### src/rtl/nmi_gate_pkg.sv
package nmi_gate_pkg;
  localparam int DATA_W   = 8;
  localparam int NUM_PAR  = 2;
  // bit positions within the control register
  localparam int B_GATE   = 0;
  localparam int B_SPK    = 1;
  localparam int B_RAM_EN = 2;
  localparam int B_IO_EN  = 3;
  localparam int B_REFR   = 4;
  localparam int B_TMR2   = 5;
  localparam int B_IO_F   = 6;
  localparam int B_RAM_F  = 7;
  localparam int B_MASK   = 7;
  // parity source indices
  localparam int SRC_RAM  = 0;
  localparam int SRC_IO   = 1;
endpackage

### src/rtl/nmi_port_regs.sv
module nmi_port_regs
  import nmi_gate_pkg::*;
#(
  parameter int ADDR_W = 8,
  parameter logic [ADDR_W-1:0] CTRL_ADDR = 8'h21,
  parameter logic [ADDR_W-1:0] MASK_ADDR = 8'h22
) (
  input  logic              clk,
  input  logic              rst,
  input  logic [ADDR_W-1:0] bus_addr,
  input  logic              bus_wr,
  input  logic [DATA_W-1:0] bus_wdata,
  output logic [3:0]        ctrl_bits,
  output logic              mask_bit
);
  logic wr_ctrl, wr_mask;
  assign wr_ctrl = bus_wr && (bus_addr == CTRL_ADDR);
  assign wr_mask = bus_wr && (bus_addr == MASK_ADDR);

  always_ff @(posedge clk) begin
    if (rst) begin
      ctrl_bits <= '0;
      mask_bit  <= 1'b0;
    end else begin
      if (wr_ctrl) ctrl_bits <= bus_wdata[3:0];
      if (wr_mask) mask_bit  <= bus_wdata[B_MASK];
    end
  end

  assert_ctrl_hold_R11: assert property (@(posedge clk) disable iff (rst)
    !(bus_wr && bus_addr == CTRL_ADDR) |=> $stable(ctrl_bits));
  assert_mask_hold_R11: assert property (@(posedge clk) disable iff (rst)
    !(bus_wr && bus_addr == MASK_ADDR) |=> $stable(mask_bit));
endmodule

### src/rtl/nmi_parity_flag.sv
module nmi_parity_flag (
  input  logic clk,
  input  logic rst,
  input  logic enable,
  input  logic err_pulse,
  output logic flag
);
  always_ff @(posedge clk) begin
    if (rst)          flag <= 1'b0;
    else if (!enable) flag <= 1'b0;
    else if (err_pulse) flag <= 1'b1;
  end

  assert_flag_sticky_R4: assert property (@(posedge clk) disable iff (rst)
    (flag && enable) |=> flag);
  assert_flag_clear_R5: assert property (@(posedge clk) disable iff (rst)
    !enable |=> !flag);
endmodule

### src/rtl/nmi_refresh_div.sv
module nmi_refresh_div #(
  parameter int SYNC_STAGES = 2
) (
  input  logic clk,
  input  logic rst,
  input  logic refresh_req,
  output logic half_rate
);
  logic [SYNC_STAGES-1:0] sync_q;
  logic prev_q, rise;

  generate
    for (genvar i = 0; i < SYNC_STAGES; i++) begin : g_sync
      always_ff @(posedge clk) begin
        if (rst) sync_q[i] <= 1'b0;
        else if (i == 0) sync_q[i] <= refresh_req;
        else sync_q[i] <= sync_q[(i == 0) ? 0 : i-1];
      end
    end
  endgenerate

  assign rise = sync_q[SYNC_STAGES-1] && !prev_q;

  always_ff @(posedge clk) begin
    if (rst) begin
      prev_q    <= 1'b0;
      half_rate <= 1'b0;
    end else begin
      prev_q    <= sync_q[SYNC_STAGES-1];
      if (rise) half_rate <= !half_rate;
    end
  end

  assert_toggle_on_edge_R10: assert property (@(posedge clk) disable iff (rst)
    !rise |=> $stable(half_rate));
endmodule

### src/rtl/nmi_combiner.sv
module nmi_combiner
  import nmi_gate_pkg::*;
(
  input  logic               clk,
  input  logic               rst,
  input  logic [NUM_PAR-1:0] par_flag,
  input  logic [NUM_PAR-1:0] par_en,
  input  logic               coproc_err,
  input  logic               mask,
  output logic               nmi_out
);
  logic any_src;
  assign any_src = (|(par_flag & par_en)) || coproc_err;

  always_ff @(posedge clk) begin
    if (rst) nmi_out <= 1'b0;
    else     nmi_out <= !mask && any_src;
  end

  assert_mask_blocks_R8: assert property (@(posedge clk) disable iff (rst)
    mask |=> !nmi_out);
  assert_coproc_passes_R7: assert property (@(posedge clk) disable iff (rst)
    (coproc_err && !mask) |=> nmi_out);
endmodule

### src/rtl/nmi_gate_ctrl.sv
module nmi_gate_ctrl
  import nmi_gate_pkg::*;
#(
  parameter int ADDR_W = 8,
  parameter logic [ADDR_W-1:0] CTRL_ADDR = 8'h21,
  parameter logic [ADDR_W-1:0] MASK_ADDR = 8'h22,
  parameter int SYNC_STAGES = 2
) (
  input  logic              clk,
  input  logic              rst,
  input  logic [ADDR_W-1:0] bus_addr,
  input  logic              bus_wr,
  input  logic [7:0]        bus_wdata,
  output logic [7:0]        bus_rdata,
  input  logic              ram_par_err,
  input  logic              io_par_err,
  input  logic              coproc_err,
  input  logic              tmr2_out,
  input  logic              refresh_req,
  output logic              spk_data_en,
  output logic              tmr2_gate,
  output logic              nmi_out
);
  logic [3:0]         ctrl_bits;
  logic               mask_bit;
  logic               half_rate;
  logic [NUM_PAR-1:0] par_en, par_err, par_flag;
  logic [7:0]         rd_mux;

  nmi_port_regs #(.ADDR_W(ADDR_W), .CTRL_ADDR(CTRL_ADDR), .MASK_ADDR(MASK_ADDR)) u_regs (
    .clk(clk), .rst(rst), .bus_addr(bus_addr), .bus_wr(bus_wr),
    .bus_wdata(bus_wdata), .ctrl_bits(ctrl_bits), .mask_bit(mask_bit));

  assign par_en[SRC_RAM]  = ctrl_bits[B_RAM_EN];
  assign par_en[SRC_IO]   = ctrl_bits[B_IO_EN];
  assign par_err[SRC_RAM] = ram_par_err;
  assign par_err[SRC_IO]  = io_par_err;

  generate
    for (genvar s = 0; s < NUM_PAR; s++) begin : g_par
      nmi_parity_flag u_flag (
        .clk(clk), .rst(rst), .enable(par_en[s]),
        .err_pulse(par_err[s]), .flag(par_flag[s]));
    end
  endgenerate

  nmi_refresh_div #(.SYNC_STAGES(SYNC_STAGES)) u_refr (
    .clk(clk), .rst(rst), .refresh_req(refresh_req), .half_rate(half_rate));

  nmi_combiner u_comb (
    .clk(clk), .rst(rst), .par_flag(par_flag), .par_en(par_en),
    .coproc_err(coproc_err), .mask(mask_bit), .nmi_out(nmi_out));

  assign spk_data_en = ctrl_bits[B_SPK];
  assign tmr2_gate   = ctrl_bits[B_GATE];

  always_comb begin
    rd_mux = '0;
    if (bus_addr == CTRL_ADDR) begin
      rd_mux[3:0]     = ctrl_bits;
      rd_mux[B_REFR]  = half_rate;
      rd_mux[B_TMR2]  = tmr2_out;
      rd_mux[B_IO_F]  = par_flag[SRC_IO];
      rd_mux[B_RAM_F] = par_flag[SRC_RAM];
    end else if (bus_addr == MASK_ADDR) begin
      rd_mux[B_MASK]  = mask_bit;
    end
  end

  always_ff @(posedge clk) begin
    if (rst) bus_rdata <= '0;
    else     bus_rdata <= rd_mux;
  end

  assert_unmapped_zero_R11: assert property (@(posedge clk) disable iff (rst)
    (bus_addr != CTRL_ADDR && bus_addr != MASK_ADDR) |=> bus_rdata == 8'h00);
  assert_mask_low_bits_R8: assert property (@(posedge clk) disable iff (rst)
    (bus_addr == MASK_ADDR) |=> bus_rdata[6:0] == 7'd0);
endmodule

### config.mk
export PLATFORM = sky130hd
export DESIGN_NAME = nmi_gate_ctrl
export DESIGN_NICKNAME = d
export VERILOG_FILES = /design/src/rtl/nmi_gate_pkg.sv /design/src/rtl/nmi_port_regs.sv /design/src/rtl/nmi_parity_flag.sv /design/src/rtl/nmi_refresh_div.sv /design/src/rtl/nmi_combiner.sv /design/src/rtl/nmi_gate_ctrl.sv
export SDC_FILE = /design/constraint.sdc
export NUM_CORES = 1
export LEC_CHECK = 0
export ABC_AREA = 1
export BUFFER_PORTS_ARGS = -buffer_cell sky130_fd_sc_hd__clkbuf_2
export CAP_MARGIN = 30
export CORE_MARGIN = 2
export CORE_UTILIZATION = 41
export DETAILED_ROUTE_END_ITERATION = 10
export PLACE_DENSITY = 0.73
export SYNTH_ARGS = -nofsm -noshare
export SYNTH_HDL_FRONTEND = slang
export SYNTH_SLANG_ARGS = --single-unit
export TNS_END_PERCENT = 1
### constraint.sdc
create_clock -name clk -period 0.9 [get_ports clk]
set_clock_uncertainty 0.1 [all_clocks]
set_input_delay 0.27 -clock clk [delete_from_list [all_inputs] [get_ports clk]]
set_output_delay 0.27 -clock clk [all_outputs]
set_load 0.005 [all_outputs]
==> impl_metrics.yaml <==
critical_path:
  worstPathCellList: "clkbuf_2"
  cpLargestDelayFamily: "flip-flops"
  cp.required_ps: 530
  critPathSlowestCell: "dfxtp_2"
  slowest_delay_ps: 340
  cp-start-kind: "flop"
  worstSetupPathType: "flop to primary output"
  cp_data_arrival_time_ps: 730
  path_buf_inv: 1
  cp.depth: 1
  critPathMaxFanout: 2
  crit_path_end_kind: "primary output"
  r2r_cells: 4
clock_network:
  cts.sinks: 20
  cts_setup_buffers: 0
  clock-root-buffer: "clkbuf_4"
  clockBufferDepth: 2
  cts.clk_slew.worst_paths_ps: 110
  cts_tree: "built"
  cts_buffers: 3
  worstSkewPairLatency_ps: 290
  cts_max_level: 1
placement:
  place.detailed.hpwl_um: 1210
  preCtsSetupSlack_ps: -334
  portBuffers: 31
  placedCellCount: 167
  gp_congestion: 0.712
final_layout:
  area_growth_pct: 40.5
  fin_nets: 169
  final_layout_size_suffix_gt1_share_pct: 39.6
  antenna_cells: 0
  layout_common_cells: "30 x clkbuf_2, 23 x inv_1, 17 x nor2_1"
  stdcell_count: 171
  layout_commonest_cell: "clkbuf_2"
  utilization_pct: 59.8
yosys:
  syn_nets: 131
  synth_seq_cells: 20
  syn_inst: 107
  ys_top_cells_by_area: "dfxtp_1 49%, inv_1 12%, nor2_1 8.3%, nand2_1 7.3%, nor2_8 4.9%"
  synth_top_family_by_area: "simple AND/OR/NAND/NOR gates"
  syn-mean-instance-area_um2: 7.65
  synth-xor-area-share_pct: 0
  ys_types: 16
  synthAdderAreaFrac_pct: 0
  synth_area_um2: 818
  post-synth-top-area-cell: "dfxtp_1"
  ys_warn_count: 0
  synthMuxAreaShare_pct: 0
  synth_compound_area_share_pct: 3.06
  synth-simple-area-share_pct: 34.3
  seq_area_frac_synth_pct: 48.9
  synth_top_cell_area_share_pct: 48.9
sta:
  period_share_pct: 122
  relSlewSlack_pct: 87.5
  worst_slack_ps: -196
  period_minus_slack_ps: 1100
  worstMarginPinSlew_ps: 187
  hold_violations: 0
  finalMaxSlewViolations: 0
  grt_setup_unrepaired: "true"
  fmax_mhz: 913
  setup_viol: 11
run_status:
  violations: "setup timing"
  status: "finished, violations left"
die:
  fp.dieW_um: 48.7
  core_area_mm2: 0.00192
  initial_core_util_pct: 42.6
  dieArea_mm2: 0.00237
  ios: 35
  die_h_um: 48.7
  rows: 16
grt:
  grt_usage_pct: 14.4
  grt_pass1_wl_um: 2710
  antenna_found_initial: 0
  grt_max_degree: 13
  overflow: 0
  grt_pass1_vias: 718
detailed_routing:
  drt_iter0_drc: 10
  routed_wl_um: 1460
  wl_met1_um: 611
  ant_nets: 0
  viasPerCell: 4.25
  top_layer: "met4"
  wl_met3_um: 73
  wire_per_inst_um: 8.54
  drc: 0
  dr.pass1.iters: 4
  wl_met2_um: 753
  via_count: 726
pwr:
  power_leakage_nw: 0.598
  p_per_area_mw_per_mm2: 1550
  irDropWorstVdd_mv: 0.923
flow_run:
  drv_cap: 0
hold_path:
  hold_depth: 3
  hp-class: "primary input to flop"
worst paths after layout:
check                        from               end  slack, ps
max           u_regs.ctrl_bits[1]       spk_data_en       -200
min                   refresh_req  u_refr.sync_q[0]         50
max reg2reg  g_par[0].u_flag.flag    u_comb.nmi_out         80
min reg2reg      u_refr.sync_q[0]  u_refr.sync_q[1]        320
per-stage QoR:
step / setup TNS, ps / area (um^2) / total power [mW] / hold WS, ps
2_1_floorplan: -203 / 878 / 1.01 / 239
3_3_place_gp: -3670 / 1080 / 1.09 / 290
3_5_place_dp: -4000 / 1080 / 1.09 / 303
4_1_cts: -2180 / 1150 / 1.80 / 46.6
5_1_grt: -2480 / 1150 / 1.86 / 48.7
6_report: -2030 / 1150 / 1.78 / 53.1
state kept, by name, summed over array words and instances (netlist names):
signal / cells
u_refr.sync_q: 2
g_par.u_flag.flag: 2
u_comb.nmi_out: 1
bus_rdata: 8
u_regs.mask_bit: 1
u_refr.half_rate: 1
u_refr.prev_q: 1
u_regs.ctrl_bits: 4
cells in the mapped netlist:
cell type,n
nand3_2,1
nand2_2,4
nand3b_1,1
o21ai_0,1
inv_1,26
nand4_1,6
inv_2,4
o21ai_1,1
nor3_1,1
nand3_4,1
nor2_8,2
nand2_1,16
a21oi_1,3
dfxtp_1,20
nor2_1,18
nand3_1,2
cell families after synthesis:
group | after synthesis
compound gates | 5
buf+inv | 30
flops | 20
simple gates | 52
layer usage:
layer	GRT usage [%]	up-vias
li1	-	392
met1	15.8	313
met2	25.6	19
met3	3.09	2
met4	8.10	0
met5	0	-
repair_timing:
item / in CTS / in global routing
gates resized for setup: 5 / 2
pin swaps: 1 / 0
setup endpoints to repair: 14 / 16
hold buffers: 0 / 0
power by group:
part           total [mW]  switching (mW)  internal, mW
clock network       0.708           0.258         0.450
registers           0.898         0.00314         0.895
logic               0.174          0.0994        0.0747
total                1.78           0.360          1.42
final cells by class:
class	count	area, um^2
fill	187	772
sequential	20	405
multi-input combinational	57	339
timing repair buffer	33	173
inverter	30	146
tap	27	33.8
clock inverter	1	30.0
clock buffer	3	22.5
(Power assumes the default switching activity.)
